[src/rtl/spw_pkg.sv]
package spw_pkg;

  typedef enum logic [1:0] {
    JOB_SINGLE   = 2'b00,
    JOB_PWR_UP   = 2'b01,
    JOB_PWR_DOWN = 2'b10,
    JOB_SINGLE2  = 2'b11
  } job_e;

  typedef struct packed {
    logic [7:0] addr;
    logic [7:0] data;
  } wr_s;

  localparam int unsigned FRAME_W   = $bits(wr_s);
  localparam int unsigned PWR_UP_N  = 5;
  localparam int unsigned IDX_W     = $clog2(PWR_UP_N);

  // Power-up program, step by step.
  function automatic wr_s pwr_up_step(input logic [IDX_W-1:0] idx);
    wr_s w;
    case (idx)
      3'd0:    w = '{addr: 8'h05, data: 8'h1E};
      3'd1:    w = '{addr: 8'h05, data: 8'h5E};
      3'd2:    w = '{addr: 8'h07, data: 8'h8D};
      3'd3:    w = '{addr: 8'h13, data: 8'h01};
      default: w = '{addr: 8'h05, data: 8'h5F};
    endcase
    return w;
  endfunction

  function automatic wr_s pwr_down_step();
    return '{addr: 8'h05, data: 8'h5E};
  endfunction

endpackage

[src/rtl/spw_half_tick.sv]
module spw_half_tick #(
  parameter int unsigned HALF_DIV = 4
) (
  input  logic clk,
  input  logic rst,
  input  logic run,
  output logic tick
);
  localparam int unsigned CW = (HALF_DIV > 1) ? $clog2(HALF_DIV) : 1;
  localparam logic [CW-1:0] LAST = CW'(HALF_DIV - 1);

  logic [CW-1:0] cnt;

  always_ff @(posedge clk) begin
    if (rst || !run) begin
      cnt <= '0;
    end else if (cnt == LAST) begin
      cnt <= '0;
    end else begin
      cnt <= cnt + 1'b1;
    end
  end

  assign tick = run && (cnt == LAST);
endmodule

[src/rtl/spw_step_table.sv]
module spw_step_table
  import spw_pkg::*;
(
  input  job_e             job,
  input  logic [IDX_W-1:0] idx,
  input  wr_s              user_wr,
  output wr_s              step,
  output logic             last
);
  always_comb begin
    unique case (job)
      JOB_PWR_UP: begin
        step = pwr_up_step(idx);
        last = (idx == IDX_W'(PWR_UP_N - 1));
      end
      JOB_PWR_DOWN: begin
        step = pwr_down_step();
        last = 1'b1;
      end
      default: begin
        step = user_wr;
        last = 1'b1;
      end
    endcase
  end
endmodule

[src/rtl/spw_frame_shifter.sv]
module spw_frame_shifter
  import spw_pkg::*;
#(
  parameter int unsigned HALF_DIV = 4
) (
  input  logic               clk,
  input  logic               rst,
  input  logic               launch,
  input  logic [FRAME_W-1:0] frame,
  output logic               frame_done,
  output logic               sen_n,
  output logic               sck,
  output logic               sda
);
  localparam int unsigned BW = $clog2(FRAME_W);

  typedef enum logic [2:0] {
    SH_IDLE, SH_SETUP, SH_ENA, SH_LO, SH_HI, SH_END
  } sh_e;

  sh_e                state;
  logic [FRAME_W-1:0] sreg;
  logic [BW-1:0]      bitn;
  logic               tick;

  spw_half_tick #(.HALF_DIV(HALF_DIV)) u_tick (
    .clk  (clk),
    .rst  (rst),
    .run  (state != SH_IDLE),
    .tick (tick)
  );

  always_ff @(posedge clk) begin
    if (rst) begin
      state      <= SH_IDLE;
      sreg       <= '0;
      bitn       <= '0;
      frame_done <= 1'b0;
      sen_n      <= 1'b1;
      sck        <= 1'b1;
      sda        <= 1'b0;
    end else begin
      frame_done <= 1'b0;
      unique case (state)
        SH_IDLE: begin
          if (launch) begin
            sreg  <= frame;
            bitn  <= '0;
            state <= SH_SETUP;
          end
        end
        SH_SETUP: begin
          if (tick) begin
            sen_n <= 1'b0;
            state <= SH_ENA;
          end
        end
        SH_ENA: begin
          if (tick) begin
            sck   <= 1'b0;
            sda   <= sreg[FRAME_W-1];
            sreg  <= sreg << 1;
            state <= SH_LO;
          end
        end
        SH_LO: begin
          if (tick) begin
            sck   <= 1'b1;
            state <= SH_HI;
          end
        end
        SH_HI: begin
          if (tick) begin
            if (bitn == BW'(FRAME_W - 1)) begin
              sen_n <= 1'b1;
              sda   <= 1'b0;
              state <= SH_END;
            end else begin
              bitn  <= bitn + 1'b1;
              sck   <= 1'b0;
              sda   <= sreg[FRAME_W-1];
              sreg  <= sreg << 1;
              state <= SH_LO;
            end
          end
        end
        SH_END: begin
          if (tick) begin
            frame_done <= 1'b1;
            state      <= SH_IDLE;
          end
        end
        default: state <= SH_IDLE;
      endcase
    end
  end
endmodule

[src/rtl/spw_panel_writer.sv]
module spw_panel_writer
  import spw_pkg::*;
#(
  parameter int unsigned HALF_DIV = 4
) (
  input  logic       clk,
  input  logic       rst,
  input  logic       start_i,
  input  logic [1:0] job_i,
  input  logic [7:0] addr_i,
  input  logic [7:0] data_i,
  output logic       busy_o,
  output logic       done_o,
  output logic       sen_n_o,
  output logic       sck_o,
  output logic       sda_o
);
  typedef enum logic [1:0] {CT_IDLE, CT_LAUNCH, CT_WAIT} ct_e;

  ct_e              cstate;
  job_e             job_q;
  wr_s              user_q;
  logic [IDX_W-1:0] idx;
  wr_s              step;
  logic             last;
  logic             frame_done;

  spw_step_table u_table (
    .job     (job_q),
    .idx     (idx),
    .user_wr (user_q),
    .step    (step),
    .last    (last)
  );

  spw_frame_shifter #(.HALF_DIV(HALF_DIV)) u_shift (
    .clk        (clk),
    .rst        (rst),
    .launch     (cstate == CT_LAUNCH),
    .frame      (step),
    .frame_done (frame_done),
    .sen_n      (sen_n_o),
    .sck        (sck_o),
    .sda        (sda_o)
  );

  always_ff @(posedge clk) begin
    if (rst) begin
      cstate <= CT_IDLE;
      job_q  <= JOB_SINGLE;
      user_q <= '0;
      idx    <= '0;
      busy_o <= 1'b0;
      done_o <= 1'b0;
    end else begin
      done_o <= 1'b0;
      unique case (cstate)
        CT_IDLE: begin
          if (start_i) begin
            job_q  <= job_e'(job_i);
            user_q <= '{addr: addr_i, data: data_i};
            idx    <= '0;
            busy_o <= 1'b1;
            cstate <= CT_LAUNCH;
          end
        end
        CT_LAUNCH: cstate <= CT_WAIT;
        CT_WAIT: begin
          if (frame_done) begin
            if (last) begin
              busy_o <= 1'b0;
              done_o <= 1'b1;
              cstate <= CT_IDLE;
            end else begin
              idx    <= idx + 1'b1;
              cstate <= CT_LAUNCH;
            end
          end
        end
        default: cstate <= CT_IDLE;
      endcase
    end
  end
endmodule

[config.mk]
export PLATFORM = sky130hd
export DESIGN_NAME = spw_panel_writer
export DESIGN_NICKNAME = d
export VERILOG_FILES = /design/src/rtl/spw_pkg.sv /design/src/rtl/spw_half_tick.sv /design/src/rtl/spw_step_table.sv /design/src/rtl/spw_frame_shifter.sv /design/src/rtl/spw_panel_writer.sv
export SDC_FILE = /design/constraint.sdc
export NUM_CORES = 1
export LEC_CHECK = 0
export BUFFER_PORTS_ARGS = -buffer_cell sky130_fd_sc_hd__buf_2
export CAP_MARGIN = 10
export CORE_ASPECT_RATIO = 0.8
export CORE_MARGIN = 8
export CORE_UTILIZATION = 40
export DETAILED_ROUTE_END_ITERATION = 12
export GPL_ROUTABILITY_DRIVEN = 0
export HOLD_SLACK_MARGIN = 0.06
export PLACE_DENSITY = 0.56
export SLEW_MARGIN = 20
export SYNTH_ARGS = -nofsm -noshare
export SYNTH_HDL_FRONTEND = slang
export SYNTH_SLANG_ARGS = --single-unit
[constraint.sdc]
create_clock -name clk -period 3.7 [get_ports clk]
set_input_delay 0.185 -clock clk [delete_from_list [all_inputs] [get_ports clk]]
set_output_delay 0.185 -clock clk [all_outputs]
set_load 0.005 [all_outputs]
==> results of run 1 <==
critical path, cell delays in order, from the launching register on:
cell and delay [ns]:
dfxtp_1 0.78, xnor2_1 0.18, nor2_1 0.69, nand3_1 0.17
a211o_1 0.32
layer usage:
layer  global-route usage  up-vias  routed length [µm]
met3              0.02853        4                 278
met4              0.03769        0                  42
met1               0.2128     1108                3542
li1                     -     1192                   -
met2               0.2102       39                2807
met5                    0        -                   0
placed cells by master, fill, tap and decap left out, types with 5 or more instances in the layout:
| cell type | netlist | layout |
|---|---|---|
| a211oi_1 | 5 | 5 |
| a21oi_1 | 33 | 33 |
| a31oi_1 | 6 | 6 |
| buf_2 | 4 | 25 |
| clkbuf_8 | 0 | 5 |
| dfxtp_1 | 54 | 54 |
| ha_1 | 9 | 9 |
| inv_1 | 10 | 10 |
| mux2i_1 | 6 | 6 |
| nand2_1 | 64 | 64 |
| nand3_1 | 14 | 14 |
| nand4_1 | 6 | 6 |
| nor2_1 | 16 | 16 |
| o21ai_0 | 9 | 9 |
| o221ai_1 | 6 | 6 |
| o31ai_1 | 8 | 8 |
sequential cells by signal, summed over array words and instances, names as in the netlist, 2 cells and up:
register and count:
u_shift.sreg 16, idx 3, job_q 2, u_shift.bitn 4, u_shift.u_tick.cnt 2, cstate 2
u_shift.state 3, user_q 16
synth_stat cells (2+ instances only):
master / count / share of area
and2_1: 3 / 0.0069
o221ai_1: 6 / 0.019
nor3_1: 2 / 0.0037
ha_1: 9 / 0.042
buf_1: 2 / 0.0028
o31ai_1: 8 / 0.022
mux2i_1: 6 / 0.022
buf_2: 4 / 0.0074
and3_1: 3 / 0.0069
clkbuf_1: 11 / 0.015
a31oi_1: 6 / 0.014
o211ai_1: 4 / 0.011
o21ai_0: 9 / 0.017
nand2_1: 64 / 0.089
a21oi_1: 33 / 0.061
dfxtp_1: 54 / 0.40
buf_6: 3 / 0.012
a221o_1: 3 / 0.011
a211oi_1: 5 / 0.014
nor2_1: 16 / 0.022
nand3_1: 14 / 0.026
nand2b_1: 4 / 0.0092
a2111oi_0: 2 / 0.0065
nor2b_1: 4 / 0.0092
inv_1: 10 / 0.014
nor4bb_1: 2 / 0.0074
nand4_1: 6 / 0.014
stage by stage:
step / area [µm²] / util / std cells / hold WS [ns]
global placement: 2841 / 0.4227 / 419 / 0.4169
floorplan: 2710 / - / 327 / 0.3210
finish: 2955 / 0.4396 / 427 / 0.08274
CTS: 2955 / 0.4396 / 427 / 0.08298
global route: 2955 / 0.4396 / 427 / 0.09079
detailed placement: 2841 / 0.4227 / 419 / 0.4270
power breakdown:
group / internal (µW) / switching [µW]
clock network: 202 / 210
registers: 610 / 29.1
logic: 63.3 / 105
area by class of cell:
class	count	area [µm²]	area share
Sequential cell	54	1081	0.3658
Tap cell	87	108.9	0.03683
Clock buffer	5	68.82	0.02329
Clock inverter	3	45.04	0.01524
Multi-Input combinational cell	241	1478	0.5000
Timing Repair Buffer	26	132.6	0.04488
Inverter	11	41.29	0.01397
how the worst max path moves through the flow:
stage | start | to
after floorplan | job_q[0] | u_shift.sreg[12]
after global placement | u_shift.state[2] | u_shift.sck
after detailed placement | u_shift.state[2] | u_shift.sck
after CTS | u_shift.state[2] | u_shift.sck
after global routing | u_shift.state[2] | u_shift.sck
final | u_shift.state[2] | u_shift.sck
logic make-up after synthesis:
group | Yosys count | share of synthesized area
adders and majority gates | 9 | 0.04155
and+or+nand+nor | 132 | 0.2350
xor gates and xnor gates | 2 | 0.009236
muxes | 6 | 0.02216
buffers and inverters | 32 | 0.05587
AOI/OAI and AO/OA | 92 | 0.2373
DFF | 54 | 0.3989
==> results.toml, run 1 <==
[yosys]
synth_fp_nets = 357
ys_seq_elements = 54
yosysSeqAreaShare = 0.3989
yosysUniqueCellTypes = 61
dominantRegCellSynth = "dfxtp_1"
synthCells = 327
syn-mean-instance-area_um2 = 8.288
netlist_area_um2 = 2710
async_flop_share = 0
yosys_warnings = 0
synth_edf_count = 0

[floorplan]
initial_core_util = 0.4031
fp.dieH_um = 89.62
fp.dieW_um = 108.0
num_rows = 27
boundaryPins = 26
dieArea_um2 = 9681
coreArea_um2 = 6723

[critical_path]
endpoint_kind = "flop"
path_max_fanout = 19
required_ns = 3.91
cp-start-kind = "flop"
rr_worst_depth = 4
r2r-end = "u_shift.sck"
path_class = "flop to flop"
cp.arrival_ns = 2.46
rr_startpoint = "u_shift.state[2]"
rrSetupSlack_ns = 1.45

[grt]
grt_pass1_wl_um = 11300
grt-ovfl-total = 0
grt_max_degree = 50
grtUsageTotal = 0.1454
antenna_found_initial = 0
grt_pass1_vias = 2202

[sta]
fin_skew_ns = 0.01992
tightest_slew_ns = 0.8768
slew_headroom = 0.4133
post-route-min-period_ns = 2.247
hold_viol_final = 0
setup_viol = 0
fin_setup_tns_ns = 0
max_freq_ghz = 0.4451
finalCritPeriodShare = 0.6073
rsz0062_at_grt = "false"
setup_ws_ns = 1.453
maxSlewViolCount = 0

[route]
vias = 2343
ant_nets = 0
vias_per_cell = 5.487
drt_iter0_drc = 175
drt-total-wl_um = 6671
firstDrtPassIters = 4
wire_per_inst_um = 15.62
drc = 0

[pwr]
leakagePower_uw = 0.001080
total_power_uw = 1220
power.density_nw_per_um2 = 412.7
vdd_ir_drop_max_v = 0.0001612

[worst_hold_path]
worstHoldStart = "data_i[1]"
min_path_type = "input pin to flop"
min_to = "user_q[1]"
hold_path_depth = 3

[clocking]
ctsResizeCount = 0
insertion_delay_ns = 0.32
cts.path.max_buffers = 2
htreeDepth = 2
cts_buffers = 5
cts_tree = "built"
cts_sinks = 54
cts_root_buffer = "clkbuf_8"
path_clk_slew_ns = 0.11
post-cts-setup-buffers = 0
hold_buffers = 0

[placement]
hpwl_um = 4559
port_buffers = 25
pre_cts_slack_ns = 1.503

[cells_and_area]
fin_nets = 369
insertedDiodeCount = 0
layout-drive-gt1-share = 0.1353
fillers = 705
synthToLayoutAreaGrowth_pct = 9.049

[flow_run]
max_cap_viol_count = 0

[status]
status = "finished, final reports clean"
Note: power is estimated with default switching activity, not from simulation.
==> run 2: changes to the inputs <==
- PLACE_DENSITY: 0.56 -> 0.58
- clock period: 3.7 -> 1.82 ns (I/O delays scaled with it)
==> run 2 against run 1 <==
Combinational power rose to 2.6 times the previous value. Total power rose by 96%. Worst hold slack improved by 0.070 ns. Maximum frequency rose by 32%. Worst setup slack got worse by 1.3 ns. Via count rose by 6.0%. Non-clock buffer count rose by 43. Clock skew fell by 0.015 ns. Clock-buffer cell count rose by 1. Register-to-register slack got worse by 1.3 ns. Critical path type unchanged. Highest routed layer unchanged.
==> results.toml, run 2 (synthesis results as in run 1) <==
[floorplan]
coreArea_um2 = 6723
num_rows = 27
fp.dieH_um = 89.62
initial_core_util = 0.4031
fp.dieW_um = 108.0
dieArea_um2 = 9681
boundaryPins = 26

[cells_and_area]
fin_nets = 412
final_common_cell = "nand2_1"
final_cell_mix = "64 x nand2_1, 53 x dfxtp_1, 32 x a21oi_1"
insertedDiodeCount = 0
largestRegisters = "u_shift.sreg: 16 flops, user_q: 16 flops, u_shift.bitn: 4 flops"
final_cells = 469
layout-drive-gt1-share = 0.1937
synthToLayoutAreaGrowth_pct = 22.53

[pwr]
sequentialPowerShare = 0.539
p_sw_frac = 0.2864
total_power_uw = 2395
vdd_ir_drop_max_v = 0.0003357
p_int_uw = 1709
power_frac_comb = 0.185
leakagePower_uw = 0.001279
clockPowerShare = 0.276
power.density_nw_per_um2 = 721.2
power.switching_uw = 685.9

[clocking]
insertion_delay_ns = 0.31
cts_root_buffer = "clkbuf_8"
cts_tree = "built"
cts_buffers = 5
post-cts-setup-buffers = 0
path_clk_slew_ns = 0.10
cts_sinks = 54
htreeDepth = 2
cts.path.max_buffers = 2

[critical_path]
cp.arrival_ns = 1.88
required_ns = 2.00
cp-start-kind = "flop"
endpoint_kind = "flop"
path_class = "flop to flop"
path_max_fanout = 8

[route]
vias = 2484
drt_iter0_drc = 148
drt-total-wl_um = 6969
drc = 0
vias_per_cell = 5.296
ant_nets = 0
firstDrtPassIters = 4
wire_per_inst_um = 14.86

[sta]
maxSlewViolCount = 0
finalCritPeriodShare = 0.9321
max_freq_ghz = 0.5895
setup_viol = 0
slew_headroom = 0.5703
rsz0062_at_grt = "false"
fin_setup_tns_ns = 0
post-route-min-period_ns = 1.696
tightest_slew_ns = 0.6445
hold_viol_final = 0
fin_skew_ns = 0.005140

[grt]
antenna_found_initial = 0
grtUsageTotal = 0.1547
grt_pass1_wl_um = 12110
grt_pass1_vias = 2451
grt_max_degree = 20
grt-ovfl-total = 0

[placement]
place_inst = 444
port_buffers = 25
hpwl_um = 4934

[flow_run]
max_cap_viol_count = 0

[worst_hold_path]
min_path_type = "input pin to flop"

[status]
status = "finished, final reports clean"
[run 2: cell count changes in the layout (fill, tap and decap cells not counted), sizes merged]
cell	change
dlygate4sd3	+18
clkbuf	+1
buf	+25
bufinv	-1
clkinvlp	-1
[run 2: what timing repair did]
item	CTS	global route
hold buffers	18	0
setup endpoints to repair	0	18
gates resized for setup	0	8
endpoints found under the hold margin	18	0
[run 2: critical path, stage by stage (launching register included)]
cell	delay [ns]
dfxtp_1	0.36
inv_1	0.05
ha_2	0.38
buf_4	0.16
a211oi_1	0.05
buf_4	0.16
a211oi_1	0.24
o221ai_1	0.17
[run 2: layout make-up]
type                            instances  area [µm²]
Sequential cell                        54        1082
Tap cell                               87       108.9
Fill cell                             649        3402
Multi-Input combinational cell        241        1508
Clock buffer                            6       72.57
Timing Repair Buffer                   69       500.5
Clock inverter                          1       7.507
Inverter                               11       41.29
[run 2: power by group through the flow]
stage	Combinational [µW]	Clock [µW]	Sequential, µW
detailed placement	404	0	1320
global placement	400	0	1320
floorplan	274	0	1300
finish	443	660	1290
global route	495	735	1300
CTS	434	686	1290
[run 2: worst paths after layout]
path,from,endpoint,slack (ns),depth (start not counted)
min,rst,u_shift.state[2],0.15,2
max,job_q[0],u_shift.sreg[10],0.12,7
min reg2reg,u_shift.u_tick.cnt[0],u_shift.u_tick.cnt[0],0.44,1
max reg2reg,job_q[0],u_shift.sreg[10],0.12,7
[run 2: per-layer routing]
metal,GRT usage,wire (µm),share of wire
met5,0,0,0
met4,0.04146,42,0.0060
met3,0.03352,205,0.029
met2,0.2312,2980,0.43
met1,0.2184,3740,0.54
[run 2: per-stage QoR]
step	util	setup WS (ns)	hold slack, ns	instance area (µm²)
2_1_floorplan	-	0.1539	0.2270	2710
5_1_grt	0.4940	0.009689	0.1528	3321
3_3_place_gp	0.4506	0.07790	0.3307	3029
6_report	0.4940	0.1236	0.1532	3321
3_5_place_dp	0.4506	0.02377	0.3372	3029
4_1_cts	0.4893	0.001486	0.1463	3289
==> run 3: changes to the inputs <==
- clock period: 1.82 -> 1.43 ns (I/O delays scaled with it)
==> run 3 against run 2 <==
Global-route usage grew 1.1 points. First-iteration DRC count shrank 20%. Sequential share of layout area shrank 5.9 points. Critical path depth shrank 1. Final cell count grew 11%. Largest power group unchanged. Routed wire length grew 15%. Critical path type unchanged. Clock power grew 24%. Clock skew grew 0.0045 ns. Utilization grew 12 points. Worst hold slack gained 0.0055 ns. The run now ends with setup timing left. Non-clock buffer count grew 53.
==> results.toml, run 3 (synthesis results as in run 1) <==
[clocking]
htreeDepth = 2
cts_buffers = 5
cts_tree = "built"
cts_root_buffer = "clkbuf_8"
cts_sinks = 54
insertion_delay_ns = 0.31
cts.path.max_buffers = 2
path_clk_slew_ns = 0.10

[sta]
post-route-min-period_ns = 1.573
fin_hold_ws_ns = 0.1586
setup_ws_ns = -0.1426
rsz0062_at_grt = "true"
max_freq_ghz = 0.6359
slew_headroom = 0.7251
finalCritPeriodShare = 1.100
tightest_slew_ns = 0.4089
fin_skew_ns = 0.009664
setup_viol = 15
maxSlewViolCount = 0
hold_viol_final = 0

[floorplan]
initial_core_util = 0.4031
fp.dieH_um = 89.62
boundaryPins = 26
num_rows = 27
dieArea_um2 = 9681
coreArea_um2 = 6723
fp.dieW_um = 108.0

[grt]
grt_pass1_vias = 2682
grtUsageTotal = 0.1659
grt_max_degree = 20
antenna_found_initial = 0
grt-ovfl-total = 0
grt_pass1_wl_um = 12850

[status]
status = "complete, but fails checks"
violations = "setup timing"

[worst_hold_path]
min_path_type = "input pin to flop"

[route]
drc = 0
vias = 2753
drt_iter0_drc = 118
vias_per_cell = 5.274
firstDrtPassIters = 4
drt-total-wl_um = 7985
wire_per_inst_um = 15.30
ant_nets = 0

[pwr]
leakagePower_uw = 0.001612
vdd_ir_drop_max_v = 0.0004604
power.density_nw_per_um2 = 783.2

[critical_path]
cp.arrival_ns = 1.81
path_class = "flop to flop"
cp-start-kind = "flop"
endpoint_kind = "flop"
required_ns = 1.67
rrSetupSlack_ns = -0.14
path_max_fanout = 6

[cells_and_area]
insertedDiodeCount = 0
layout-drive-gt1-share = 0.4138
largestRegisters = "u_shift.sreg: 16 flops, user_q: 16 flops, u_shift.bitn: 4 flops"
final_cell_mix = "69 x buf_4, 63 x nand2_1, 42 x dfxtp_1"
final_common_cell = "buf_4"
final_cells = 522
synthToLayoutAreaGrowth_pct = 52.86
fin_area_um2 = 4143
fin_nets = 465

[placement]
place_area_um2 = 3344
hpwl_um = 5334
place_inst = 473
pre_cts_slack_ns = -0.2202
port_buffers = 25

[flow_run]
max_cap_viol_count = 0
[run 3: cell types whose count changed in the layout (fill, tap and decap cells not counted), sizes merged]
cell,delta
clkinv,+2
inv,-1
buf,+52
[run 3: power by group]
part           internal, µW  total (µW)  switching [µW]
Clock                   330         820             490
Combinational           401         787             385
Sequential             1580        1640            59.0
[run 3: worst max-delay path: stages (launching register included)]
cell	delay, ns
dfxtp_4	0.37
inv_2	0.04
ha_4	0.25
nand2b_4	0.15
o31a_1	0.24
a221o_1	0.32
mux2i_1	0.12
[run 3: through the flow]
step | utilization | setup TNS (ns) | total power, µW
after floorplan | - | -0.1649 | 2017
after global placement | 0.4975 | -1.569 | 2262
after detailed placement | 0.4975 | -2.553 | 2271
after CTS | 0.5634 | -0.8214 | 3191
after global routing | 0.6162 | -2.173 | 3414
final | 0.6162 | -0.8519 | 3245
[run 3: timing repair]
action / CTS / global route
resized for setup: 27 / 48
hold buffers: 18 / 0
buffers inserted: 9 / 14
cloned: 0 / 1
setup endpoints to repair: 23 / 30
pin swaps: 13 / 28
hold endpoints to repair: 18 / 0
[run 3: worst paths after layout]
check | startpoint | endpoint | cells past startpoint
setup / recovery | job_q[0] | u_shift.sreg[9] | 6
hold / removal | rst | u_shift.sreg[0] | 2
setup reg to reg | job_q[0] | u_shift.sreg[9] | 6
hold reg to reg | u_shift.u_tick.cnt[0] | u_shift.u_tick.cnt[0] | 1
[run 3: area by class of cell]
cell class / instances / area (µm²)
fillers: 577 / 2580
multi-input cells: 241 / 1798
flip-flops and latches: 54 / 1106
repair buffers: 122 / 1006
well taps: 87 / 108.9
clock buffers: 5 / 68.82
inverters: 11 / 45.04
clock inverters: 2 / 10.01
[run 3: layer usage]
metal,routed length [µm],vias to the layer above,global-route usage
met5,0,-,0
met4,82,0,0.04397
met3,309,10,0.03067
met2,3656,39,0.2588
met1,3937,1310,0.2291
li1,-,1394,-
